File: src/rtl/rx_ring_writer.sv
module rx_ring_writer #(
  parameter int PG_W    = 8,
  parameter int LEN_W   = 11,
  parameter int MIN_LEN = 60,
  parameter int ROOM    = 1518,
  parameter int HDR     = 4
) (
  input  logic             clk,
  input  logic             rst_n,
  input  logic             stopped,
  input  logic [PG_W-1:0]  start_pg,
  input  logic [PG_W-1:0]  stop_pg,
  input  logic [PG_W-1:0]  bnd_pg,
  input  logic             cur_wr,
  input  logic [PG_W-1:0]  cur_wdata,
  input  logic             frm_start,
  input  logic [LEN_W-1:0] frm_len,
  input  logic             byte_valid,
  input  logic [7:0]       byte_data,
  output logic             in_rdy,
  output logic             busy,
  output logic             mem_we,
  output logic [PG_W+7:0]  mem_addr,
  output logic [7:0]       mem_wdata,
  output logic [PG_W-1:0]  cur_pg,
  output logic             irq_rx
);
  localparam int AW = PG_W + 8;

  typedef enum logic [1:0] {S_IDLE, S_DATA, S_PAD, S_HDR} st_t;
  st_t st;

  logic [LEN_W-1:0] len_q, cnt;
  logic [LEN_W:0]   tot_q;
  logic [AW-1:0]    waddr;
  logic [PG_W-1:0]  nxt_q;
  logic [1:0]       hidx;
  logic             mc;

  // sizing of the incoming frame
  logic [LEN_W-1:0] eff_len;
  logic [LEN_W:0]   tot_len;
  logic [LEN_W+1:0] span;
  logic [PG_W:0]    nxt_raw, ring, free_pg;
  logic [PG_W-1:0]  nxt_pg;
  logic             full, accept;

  assign eff_len = (frm_len < LEN_W'(MIN_LEN)) ? LEN_W'(MIN_LEN) : frm_len;
  assign tot_len = {1'b0, eff_len} + (LEN_W+1)'(HDR);
  assign span    = {1'b0, tot_len} + (LEN_W+2)'(HDR + 255);
  assign nxt_raw = {1'b0, cur_pg} + (PG_W+1)'(span >> 8);
  assign ring    = {1'b0, stop_pg} - {1'b0, start_pg};
  assign nxt_pg  = PG_W'((nxt_raw >= {1'b0, stop_pg}) ? nxt_raw - ring : nxt_raw);
  assign free_pg = (cur_pg <= bnd_pg) ? {1'b0, bnd_pg} - {1'b0, cur_pg}
                                      : ring - ({1'b0, cur_pg} - {1'b0, bnd_pg});
  assign full    = {free_pg, 8'h00} < (PG_W+9)'(ROOM);
  assign accept  = frm_start && (st == S_IDLE) && !stopped && !full;

  // payload address with ring wrap
  logic [AW-1:0] waddr_inc, waddr_nx;
  assign waddr_inc = waddr + AW'(1);
  assign waddr_nx  = (waddr_inc == {stop_pg, 8'h00}) ? {start_pg, 8'h00} : waddr_inc;

  logic [7:0] hdr_byte;
  always_comb begin
    case (hidx)
      2'd0:    hdr_byte = mc ? 8'h21 : 8'h01;
      2'd1:    hdr_byte = 8'(nxt_q);
      2'd2:    hdr_byte = tot_q[7:0];
      default: hdr_byte = 8'(tot_q >> 8);
    endcase
  end

  assign busy      = (st != S_IDLE);
  assign in_rdy    = (st == S_DATA);
  assign mem_we    = (in_rdy && byte_valid) || st == S_PAD || st == S_HDR;
  assign mem_addr  = (st == S_HDR) ? {cur_pg, 6'b0, hidx} : waddr;
  assign mem_wdata = (st == S_HDR) ? hdr_byte : (st == S_PAD) ? 8'h00 : byte_data;

  always_ff @(posedge clk or negedge rst_n) begin
    if (!rst_n) begin
      st <= S_IDLE; len_q <= '0; cnt <= '0; tot_q <= '0; waddr <= '0;
      nxt_q <= '0; hidx <= '0; mc <= 1'b0; cur_pg <= '0; irq_rx <= 1'b0;
    end else begin
      irq_rx <= 1'b0;
      case (st)
        S_IDLE: begin
          if (accept) begin
            len_q <= frm_len;
            tot_q <= tot_len;
            nxt_q <= nxt_pg;
            waddr <= {cur_pg, 8'(HDR)};
            cnt   <= '0;
            mc    <= 1'b0;
            hidx  <= '0;
            st    <= (frm_len == '0) ? S_PAD : S_DATA;
          end else if (cur_wr) begin
            cur_pg <= cur_wdata;
          end
        end
        S_DATA: if (byte_valid) begin
          waddr <= waddr_nx;
          cnt   <= cnt + LEN_W'(1);
          if (cnt == '0) mc <= byte_data[0];
          if (cnt + LEN_W'(1) == len_q)
            st <= (len_q < LEN_W'(MIN_LEN)) ? S_PAD : S_HDR;
        end
        S_PAD: begin
          waddr <= waddr_nx;
          cnt   <= cnt + LEN_W'(1);
          if (cnt + LEN_W'(1) >= LEN_W'(MIN_LEN)) st <= S_HDR;
        end
        default: begin
          hidx <= hidx + 2'd1;
          if (hidx == 2'd3) begin
            cur_pg <= nxt_q;
            irq_rx <= 1'b1;
            st     <= S_IDLE;
          end
        end
      endcase
    end
  end

  p_accept_from_strobe_r1: assert property (@(posedge clk) disable iff (!rst_n)
    $rose(busy) |-> $past(frm_start));
  p_stopped_discard_r2: assert property (@(posedge clk) disable iff (!rst_n)
    (frm_start && !busy && stopped) |=> !busy);
  p_write_in_ring_r5: assert property (@(posedge clk) disable iff (!rst_n)
    (mem_we && start_pg < stop_pg && cur_pg >= start_pg && cur_pg < stop_pg)
      |-> (mem_addr >= {start_pg, 8'h00} && mem_addr < {stop_pg, 8'h00}));
  p_irq_single_r8: assert property (@(posedge clk) disable iff (!rst_n)
    irq_rx |=> !irq_rx);
  p_cur_moves_r9: assert property (@(posedge clk) disable iff (!rst_n)
    !$stable(cur_pg) |-> (irq_rx || $past(cur_wr && !busy)));
endmodule

File: config.mk
export PLATFORM = sky130hd
export DESIGN_NAME = rx_ring_writer
export DESIGN_NICKNAME = d
export VERILOG_FILES = /design/src/rtl/rx_ring_writer.sv
export SDC_FILE = /design/constraint.sdc
export NUM_CORES = 1
export LEC_CHECK = 0
export CORE_MARGIN = 3
export CORE_UTILIZATION = 40
export DETAILED_ROUTE_END_ITERATION = 8
export GPL_ROUTABILITY_DRIVEN = 0
export PLACE_DENSITY = 0.7
export SLEW_MARGIN = 20
export SYNTH_ARGS = -nofsm -noshare
export SYNTH_HDL_FRONTEND = slang
export SYNTH_SLANG_ARGS = --single-unit
File: constraint.sdc
create_clock -name clk -period 5.6 [get_ports clk]
set_clock_uncertainty 0.15 [all_clocks]
set_input_delay 1.12 -clock clk [delete_from_list [all_inputs] [get_ports clk]]
set_output_delay 1.12 -clock clk [all_outputs]
set_load 0.01 [all_outputs]
# After elaboration in Yosys (flattened, before gate mapping)
# Cells that the tools add are included.
word_totals:
  register_bits: 72
  input_bits: 57
  out_inout_bits: 36
classes:
  n_mux: 35
  order_cmp: 6
  reduce_logical: 25
  n_bitwise: 1
  addsub: 11
  n_eq_ne: 15
op_table:
  columns: ["op", "n"]
  rows:
  - ["$mux W16", 4]
  - ["$mux W8", 6]
  - ["$pmux W16 S3", 1]
  - ["$mux W11", 3]
  - ["$pmux W11 S3", 1]
  - ["$sub A8 B8 Y9", 3]
  - ["$pmux W8 S3", 1]
  - ["$logic_not A11 Y1", 2]
  - ["$lt A11 B6 Y1 const B", 2]
  - ["$lt A17 B11 Y1 const B", 1]
  - ["$add A16 B1 Y16 const B", 1]
  - ["$eq A16 B16 Y1", 1]
  - ["$pmux W8 S2", 1]
  - ["$mux W2", 7]
  - ["$add A12 B9 Y13 const B", 1]
  - ["$add A11 B3 Y12 const B", 1]
  - ["$add A11 B1 Y11 const B", 1]
  - ["$eq A11 B11 Y1", 1]
  - ["$ge A11 B6 Y1 const B", 1]
  - ["$add A8 B5 Y9", 1]
  - ["$ge A9 B8 Y1", 1]
  - ["$mux W9", 1]
  - ["$sub A9 B9 Y9", 1]
  - ["$eq A2 B2 Y1 const B", 4]
  - ["25 further kinds", 46]

# Depth between registers and ports, before layout
# Gate-level depths: netlist of run 1.
depth:
  ltp_word: 8
  ltp_mapped: 27
  mapped_depth_nobuf: 25

# Worst setup path after synthesis of run 1
# Ideal clock, no wire load.
synth_timing:
  kind: "input-to-reg"
  startpoint: "in frm_len[9]"
  endpoint: "reg nxt_q[7]"
  path_slack_ns: -0.603
  t_arrival_ns: 5.933
  required_ns: 5.330
  path_buffers: 2
  cell_stages: 25
  setup_time_ns: 0.120
  cell_sequence: "clkbuf_1 > or4_1 > nor2_1 > nor2_1 > inv_1 > ha_1 > o21ai_0 > xnor2_1 > and4_1 > a31o_2 > xnor2_1 > inv_1 > fa_1 > nor2b_1 > o21a_1 > o21ai_0 > a21oi_1 > xnor2_1 > ha_1 > o21ai_0 > a21oi_1 > or3_1 > buf_1 > a21o_1 > a31o_2"
synth_between:
  elab_chain_cells: 7
  word_cells_on_any_way: 8
  cone_classes: "4 x add/sub; 2 x order compare; 2 x mux"
synth_lines:
  columns: ["item", "line", "rtl"]
  rows:
  - ["start, declared", "17", "input logic [LEN_W-1:0] frm_len,"]
  - ["$lt A11 B6 Y1 *", "48", "assign eff_len = (frm_len < LEN_W'(MIN_LEN)) ? LEN_W'(MIN_LEN) : frm_len;"]
  - ["$mux W11 *", "48", null]
  - ["$add A11 B3 Y12 *", "49", "assign tot_len = {1'b0, eff_len} + (LEN_W+1)'(HDR);"]
  - ["net tot_len[2]", "42", "logic [LEN_W:0] tot_len;"]
  - ["$add A12 B9 Y13 *", "50", "assign span = {1'b0, tot_len} + (LEN_W+2)'(HDR + 255);"]
  - ["$add A8 B5 Y9 *", "51", "assign nxt_raw = {1'b0, cur_pg} + (PG_W+1)'(span >> 8);"]
  - ["$sub A8 B8 Y8 or $ge A9 B8 Y1 (tied branches)", "53", "assign nxt_pg = PG_W'((nxt_raw >= {1'b0, stop_pg}) ? nxt_raw - ring : nxt_raw);"]
  - ["$mux W8 *", "53", null]
  - ["end signal, assigned", "91", "nxt_q <= nxt_pg;"]
  - ["end, declared", "36", "logic [PG_W-1:0] nxt_q;"]
# Mark *: on every way through the listed nets, which the timed path passes. The rest lies on a longest branch.
# A chain may end at the register's enable or synchronous reset.

# Worst setup path in the final report of run 1
layout_timing:
  startpoint: "in frm_len[7]"
  endpoint: "reg nxt_q[7]"
layout_between:
  elab_chain_cells: 7
  word_cells_on_any_way: 8
  cone_classes: "4 x add/sub; 2 x order compare; 2 x mux"
layout_lines:
  columns: ["item", "line"]
  rows:
  - ["$lt A11 B6 Y1", "48"]
  - ["$mux W11 *", "48"]
  - ["$add A11 B3 Y12 *", "49"]
  - ["$add A12 B9 Y13 *", "50"]
  - ["$add A8 B5 Y9 *", "51"]
  - ["$sub A8 B8 Y8 or $ge A9 B8 Y1 (tied branches)", "53"]
  - ["$mux W8 *", "53"]
# Every way passes the cells marked *; elsewhere a longest branch is shown, timed or not.

==> results of run 1 <==
[cells by family (layout without fill, tap and decap cells)]
family	Yosys count	count (layout)	synth area share
buffers and inverters	106	297	0.0618
DFF	72	72	0.250
AOI/OAI and AO/OA	204	204	0.196
muxes	55	55	0.0823
adders and majority gates	69	69	0.132
other	1	1	0.000521
and+or+nand+nor	262	262	0.194
xor gates and xnor gates	67	67	0.0834
[per-stage QoR]
stage | total power, uW | hold slack (ns) | util | setup slack, ns
6_report | 6230 | 0.363 | 0.571 | 0.0493
5_1_grt | 6700 | 0.387 | 0.571 | -0.0672
4_1_cts | 5760 | 0.362 | 0.543 | 0.0118
3_5_place_dp | 5050 | 0.349 | 0.520 | -0.609
3_3_place_gp | 4970 | 0.342 | 0.520 | -0.472
2_1_floorplan | 3540 | 0.330 | - | -0.0162
[layer usage]
| layer | up-vias | GRT usage | share of wire |
|---|---|---|---|
| met5 | - | 0 | 0 |
| li1 | 3400 | - | - |
| met2 | 229 | 0.348 | 0.47 |
| met1 | 3481 | 0.305 | 0.45 |
| met4 | 0 | 0.0546 | 0.021 |
| met3 | 36 | 0.0440 | 0.057 |
[path summary, 6_finish.rpt]
kind	from	end	slack (ns)	cells after the start
min reg2reg	tot_q[8]	tot_q[8]	0.36	1
min	tot_q[8]	tot_q[8]	0.36	1
max in group asynchronous	rst_n	tot_q[8]	3.90	1
min in group asynchronous	rst_n	cnt[0]	0.78	1
max	frm_len[7]	nxt_q[7]	0.05	23
max reg2reg	cur_pg[1]	len_q[1]	1.42	13
[what timing repair did]
action,CTS,global route
endpoints found under the setup margin,29,69
hold endpoints to repair,0,0
hold buffers,0,0
gates resized for setup,19,78
setup buffers,5,11
pin swaps,16,55
gates cloned,0,1
[power groups by stage]
| stage | logic (uW) | registers, uW | clock network, uW |
|---|---|---|---|
| after floorplan | 2630 | 902 | 0 |
| after global placement | 3930 | 1040 | 0 |
| after detailed placement | 4000 | 1050 | 0 |
| after CTS | 4130 | 1040 | 593 |
| after global routing | 5000 | 1080 | 617 |
| final | 4590 | 1050 | 583 |
[cell usage in the layout, fill, tap and decap left out, types with 8 or more instances in the layout]
master             n
a22o_1             9
clkdlybuf4s50_1   83
dfrtp_1           72
xor2_1            16
xnor2_1           34
nor2_1            53
mux2i_1           20
nand4_1           19
a31oi_1           20
inv_1             64
o21ai_0           41
buf_4            118
nor4_1            11
o31ai_1            8
clkbuf_16         10
nor2b_1           19
ha_1              45
xnor2_2           10
ha_4               9
a21oi_1           29
mux2_2            33
nor3_1            13
fa_1               9
a21oi_2           10
nand2b_1          11
nand2_1           54
nand3_1           26
[Yosys cell counts (all sizes together), types with 22 or more instances]
cell type,n
o21ai,52
buf,22
dfrtp,72
nand3,26
a31oi,22
nand2,55
ha,57
xnor2,46
a21oi,40
inv,66
nor2,58
mux2,34
[layout make-up]
class	instances	area, um2	area share
well taps	225	282	0.0282
clock buffers	10	229	0.0229
flip-flops and latches	72	1800	0.181
repair buffers	215	1890	0.190
multi-input cells	658	5460	0.547
inverters	66	248	0.0248
clock inverters	6	68.8	0.00690
[state kept, by name, indices dropped and copies added (netlist names)]
register,flops
cnt,11
cur_pg,8
hidx,2
irq_rx,1
len_q,11
mc,1
nxt_q,8
st,2
tot_q,12
waddr,16
[worst max-delay path, cell delays in order]
cell and delay (ns):
buf_6 0.09, or4_4 0.53, nor2_4 0.17, or2_4 0.16, ha_4 0.17, xnor2_2 0.11, nor2_1 0.06, and4_4 0.21
a31o_4 0.25, xnor2_4 0.15, ha_1 0.32, a21o_1 0.18, a21oi_2 0.17, nor2b_1 0.09, o21ai_2 0.18, and2_4 0.20
xnor2_4 0.15, ha_4 0.24, o211ai_1 0.11, a21oi_2 0.12, or3_4 0.40, a21o_1 0.19, a31o_2 0.24
==> summary.md, run 1 <==
| Metric | Value |
|---|---|
| Flop pwr share | `0.169` |
| Status | `finished, final reports clean` |
| Maximum vdd drop | `0.000307 V` |
| Avg Inst Size Synth | `8.61 um2` |
| Synth area leader | `dfrtp_1` |
| IO Count | `93` |
| Asr flop ratio synth | `1.00` |
| Hold Fails Final Rpt | `0` |
| Root Buffer | `clkbuf_16` |
| Synth top area share | `0.250` |
| Gate power share | `0.737` |
| CTS Buf Count | `9` |
| Top FF cell, synth | `dfrtp_1` |
| Max Clock Freq | `180 MHz` |
| CP Data Required Time | `5.68 ns` |
| Routed vias | `7146` |
| Grt ovf | `0` |
| Cells after DPL | `1219` |
| DRT Pass-1 Iters | `5` |
| Tcrit/Tclk final | `0.991` |
| Seq/Total Area, Yosys | `0.250` |
| P per Cell Area | `624 nW/um2` |
| CP Data Arrival Time | `5.63 ns` |
| First-pass GRT wire length | `34.9 mm` |
| Leakage | `0.00426 uW` |
| Starting Density | `0.412` |
| Max Slew Vio Count | `0` |
| Min cycle time layout | `5.55 ns` |
| Yosys warns | `0` |
| DR iter-0 viols | `584` |
| Drt drc | `0` |
| Clock Sinks | `72` |
| Layout Nets | `1148` |
| Worst Path Max Fanout | `4` |
| Ant. Diodes | `0` |
| Max Cap Viol | `0` |
| Area of the core | `17500 um2` |
| Post-DR vias/cell | `5.71` |
| Die Wd | `140 um` |
| Clk_lat worst skew | `0.34 ns` |
| Netlist cell types | `81` |
| Row count | `48` |
| Total negative setup slack | `0 ns` |
| Final HPWL DP | `16.9 mm` |
| H-tree lvl count | `3` |
| Post-route ant nets | `0` |
| Max Root-Sink Buffers | `2` |
| Crit path launch type | `input port` |
| Mapped Area | `7200 um2` |
| Die Area | `19700 um2` |
| Final Setup Violations | `0` |
| Slew @ Worst Pin | `0.959 ns` |
| Hold Path Class | `flop to flop` |
| Vias in the first global route | `6793` |
| Port Buf Inserts | `92` |
| Cell area after placement | `9090 um2` |
| Seq cells post-synth | `72` |
| Cell Int Power | `3410 uW` |
| Number of synthesized flops with an enable pin | `0` |
| Switch share | `0.452` |
| Post-route cell area | `9980 um2` |
| CP Class | `input port to flop` |
| Wire per inst | `18.1 um` |
| Count of mapped cells out of synthesis | `836` |
| # fillers | `1520` |
| Clk slew on worst S/H paths | `0.06 ns` |
| Clock power frac | `0.094` |
| Die Y | `140 um` |
| Initial antenna violation count | `0` |
| Total global-route track usage | `0.218` |
| Mapped Nets | `962` |
| CTS tree | `built` |
| Top area cells in the synthesized netlist | `dfrtp_1 25%, ha_1 9.9%, xnor2_1 5.6%` |
| Largest net degree at the start of global routing | `73` |
| Worst setup EP type | `flop` |
| Switching power total | `2820 uW` |
| Area grow syn2layout | `38.5%` |
| RSZ-0062 raised after global routing | `yes` |
| Non-Filler Instances | `1252` |
| Aggregate routed wire length | `22.7 mm` |
| Share of cells above drive strength 1 | `0.260` |
| Max-Slew Margin vs Limit | `0.360` |
Power figures use the tool's default switching activity.
==> inputs of run 2 (changes only) <==
--- a/config.mk
+++ b/config.mk
@@ -5,7 +5,7 @@
 export SDC_FILE = /design/constraint.sdc
 export NUM_CORES = 1
 export LEC_CHECK = 0
-export CORE_MARGIN = 3
+export CORE_MARGIN = 2
 export CORE_UTILIZATION = 40
 export DETAILED_ROUTE_END_ITERATION = 8
 export GPL_ROUTABILITY_DRIVEN = 0
==> summary.md, run 2 (synthesized netlist as in run 1, its figures left out) <==
| Metric | Value |
|---|---|
| Max Clock Freq | `180 MHz` |
| Row count | `49` |
| GRT Max-Usage Layer | `met2` |
| CP max stage cell | `or4_4` |
| Grt ovf | `0` |
| IO Count | `93` |
| Crit path launch type | `input port` |
| Largest net degree at the start of global routing | `73` |
| Worst Path Max Fanout | `6` |
| Share of cells above drive strength 1 | `0.257` |
| Largest register by flop count | `waddr` |
| Slew @ Worst Pin | `0.972 ns` |
| Storage cell area | `1800 um2` |
| DRT Pass-1 Iters | `5` |
| Min cycle time layout | `5.57 ns` |
| Root Buffer | `clkbuf_16` |
| Layout Nets | `1147` |
| Wire per inst | `18.0 um` |
| Total negative setup slack | `0 ns` |
| Routed vias | `7110` |
| Final HPWL DP | `16.6 mm` |
| Clock Sinks | `72` |
| CTS tree | `built` |
| # fillers | `1555` |
| Status | `finished, final reports clean` |
| Post-route ant nets | `0` |
| Max-Slew Margin vs Limit | `0.352` |
| Clk slew on worst S/H paths | `0.06 ns` |
| Vias in the first global route | `6893` |
| Largest registers | `waddr: 16 flops, tot_q: 12 flops` |
| Hold Path Class | `flop to flop` |
| DR iter-0 viols | `602` |
| Met2 Usage GRT | `0.373` |
| Port Buf Inserts | `92` |
| CP Data Required Time | `5.67 ns` |
| Tcrit/Tclk final | `0.994` |
| Total global-route track usage | `0.230` |
| Commonest non-fill, non-tap cell in the layout | `buf_4` |
| Worst setup EP type | `flop` |
| Area of the core | `17800 um2` |
| Max Root-Sink Buffers | `2` |
| Die Area | `19100 um2` |
| RSZ-0062 raised after global routing | `yes` |
| # hold bufs at CTS | `0` |
| CP Data Arrival Time | `5.64 ns` |
| Clk_lat worst skew | `0.34 ns` |
| Hold Fails Final Rpt | `0` |
| Max FFs per register | `16` |
| Starting Density | `0.404` |
| P per Cell Area | `623 nW/um2` |
| Maximum vdd drop | `0.000287 V` |
| First-pass GRT wire length | `36.0 mm` |
| Ant. Diodes | `0` |
| Grt met1 use | `0.323` |
| GRT met3 Usage | `0.0322` |
| Commonest cells after routing, fill and taps aside | `110 x buf_4, 82 x clkdlybuf4s50_1, 72 x dfrtp_1, 61 x inv_1, 53 x nand2_1` |
| Die Y | `138 um` |
| Die Wd | `138 um` |
| CTS Buf Count | `9` |
| Area grow syn2layout | `38.7%` |
| Multi-input combinational cell area | `5360 um2` |
| Initial antenna violation count | `0` |
| Post-DR vias/cell | `5.67` |
| Aggregate routed wire length | `22.6 mm` |
| Pwr Total | `6230 uW` |
| Leakage | `0.00422 uW` |
| CP Class | `input port to flop` |
| Final Setup Violations | `0` |
| Drt drc | `0` |
| CP peak stage delay | `0.53 ns` |
| Max Slew Vio Count | `0` |
| Max Cap Viol | `0` |
| H-tree lvl count | `3` |
-- run 2: changes by cell type in the layout (fill, tap and decap cells not counted), moves of 3 or more --
| cell | previous run | this run |
|---|---|---|
| buf_4 | 118 | 110 |
| buf_6 | 4 | 8 |
| inv_1 | 64 | 61 |
| inv_2 | 2 | 5 |
| xnor2_1 | 34 | 38 |
-- run 2: metal layers --
| layer | share of wire | routed length [um] | vias to the layer above |
|---|---|---|---|
| met5 | 0 | 0 | - |
| met4 | 0.017 | 395 | 0 |
| met3 | 0.048 | 1080 | 29 |
| met2 | 0.48 | 10800 | 221 |
| met1 | 0.46 | 10400 | 3460 |
| li1 | - | - | 3400 |
-- run 2: final cells by class --
class,instances,area share
timing repair buffer,214,0.194
inverter,66,0.0248
clock buffer,11,0.0253
tap,229,0.0287
clock inverter,5,0.0103
sequential,72,0.180
multi-input combinational,658,0.537
-- run 2: path summary, 6_finish.rpt --
path,start,end,slack [ns],depth (start not counted)
max,frm_len[7],nxt_q[4],0.03,25
min,tot_q[5],tot_q[5],0.37,1
max reg2reg,cur_pg[1],cur_pg[0],1.36,11
min reg2reg,tot_q[5],tot_q[5],0.37,1
max in group asynchronous,rst_n,nxt_q[3],3.89,1
min in group asynchronous,rst_n,cnt[1],0.74,1
-- run 2: report_power, final --
part,internal (uW),switching [uW],total (uW)
Sequential,738,311,1050
Combinational,2270,2210,4490
Clock,459,231,690
-- run 2: through the flow --
stage	util	hold slack, ns	setup slack (ns)	instance area, um2	instances
3_3_place_gp	0.509	0.341	-0.494	9070	1217
5_1_grt	0.560	0.387	-0.119	9990	1255
3_5_place_dp	0.509	0.357	-0.623	9070	1217
2_1_floorplan	-	0.330	-0.0162	7280	836
4_1_cts	0.543	0.371	0.0176	9690	1244
6_report	0.560	0.370	0.0310	9990	1255
-- run 2: worst max-delay path: cells and delay by family --
kind | cells | cell delay, ns
AO/OA/AOI/OAI | 6 | 0.72
XOR/XNOR | 3 | 0.46
adder cells (fa/ha/maj) | 4 | 1.07
buffers and inverters | 3 | 0.28
multiplexers | 1 | 0.15
AND/OR/NAND/NOR | 8 | 1.82
-- run 2: timing repair --
action | CTS | global route
setup buffers | 9 | 12
setup endpoints to repair | 33 | 69
cloned | 2 | 1
resized for setup | 36 | 62
pin swaps | 27 | 51
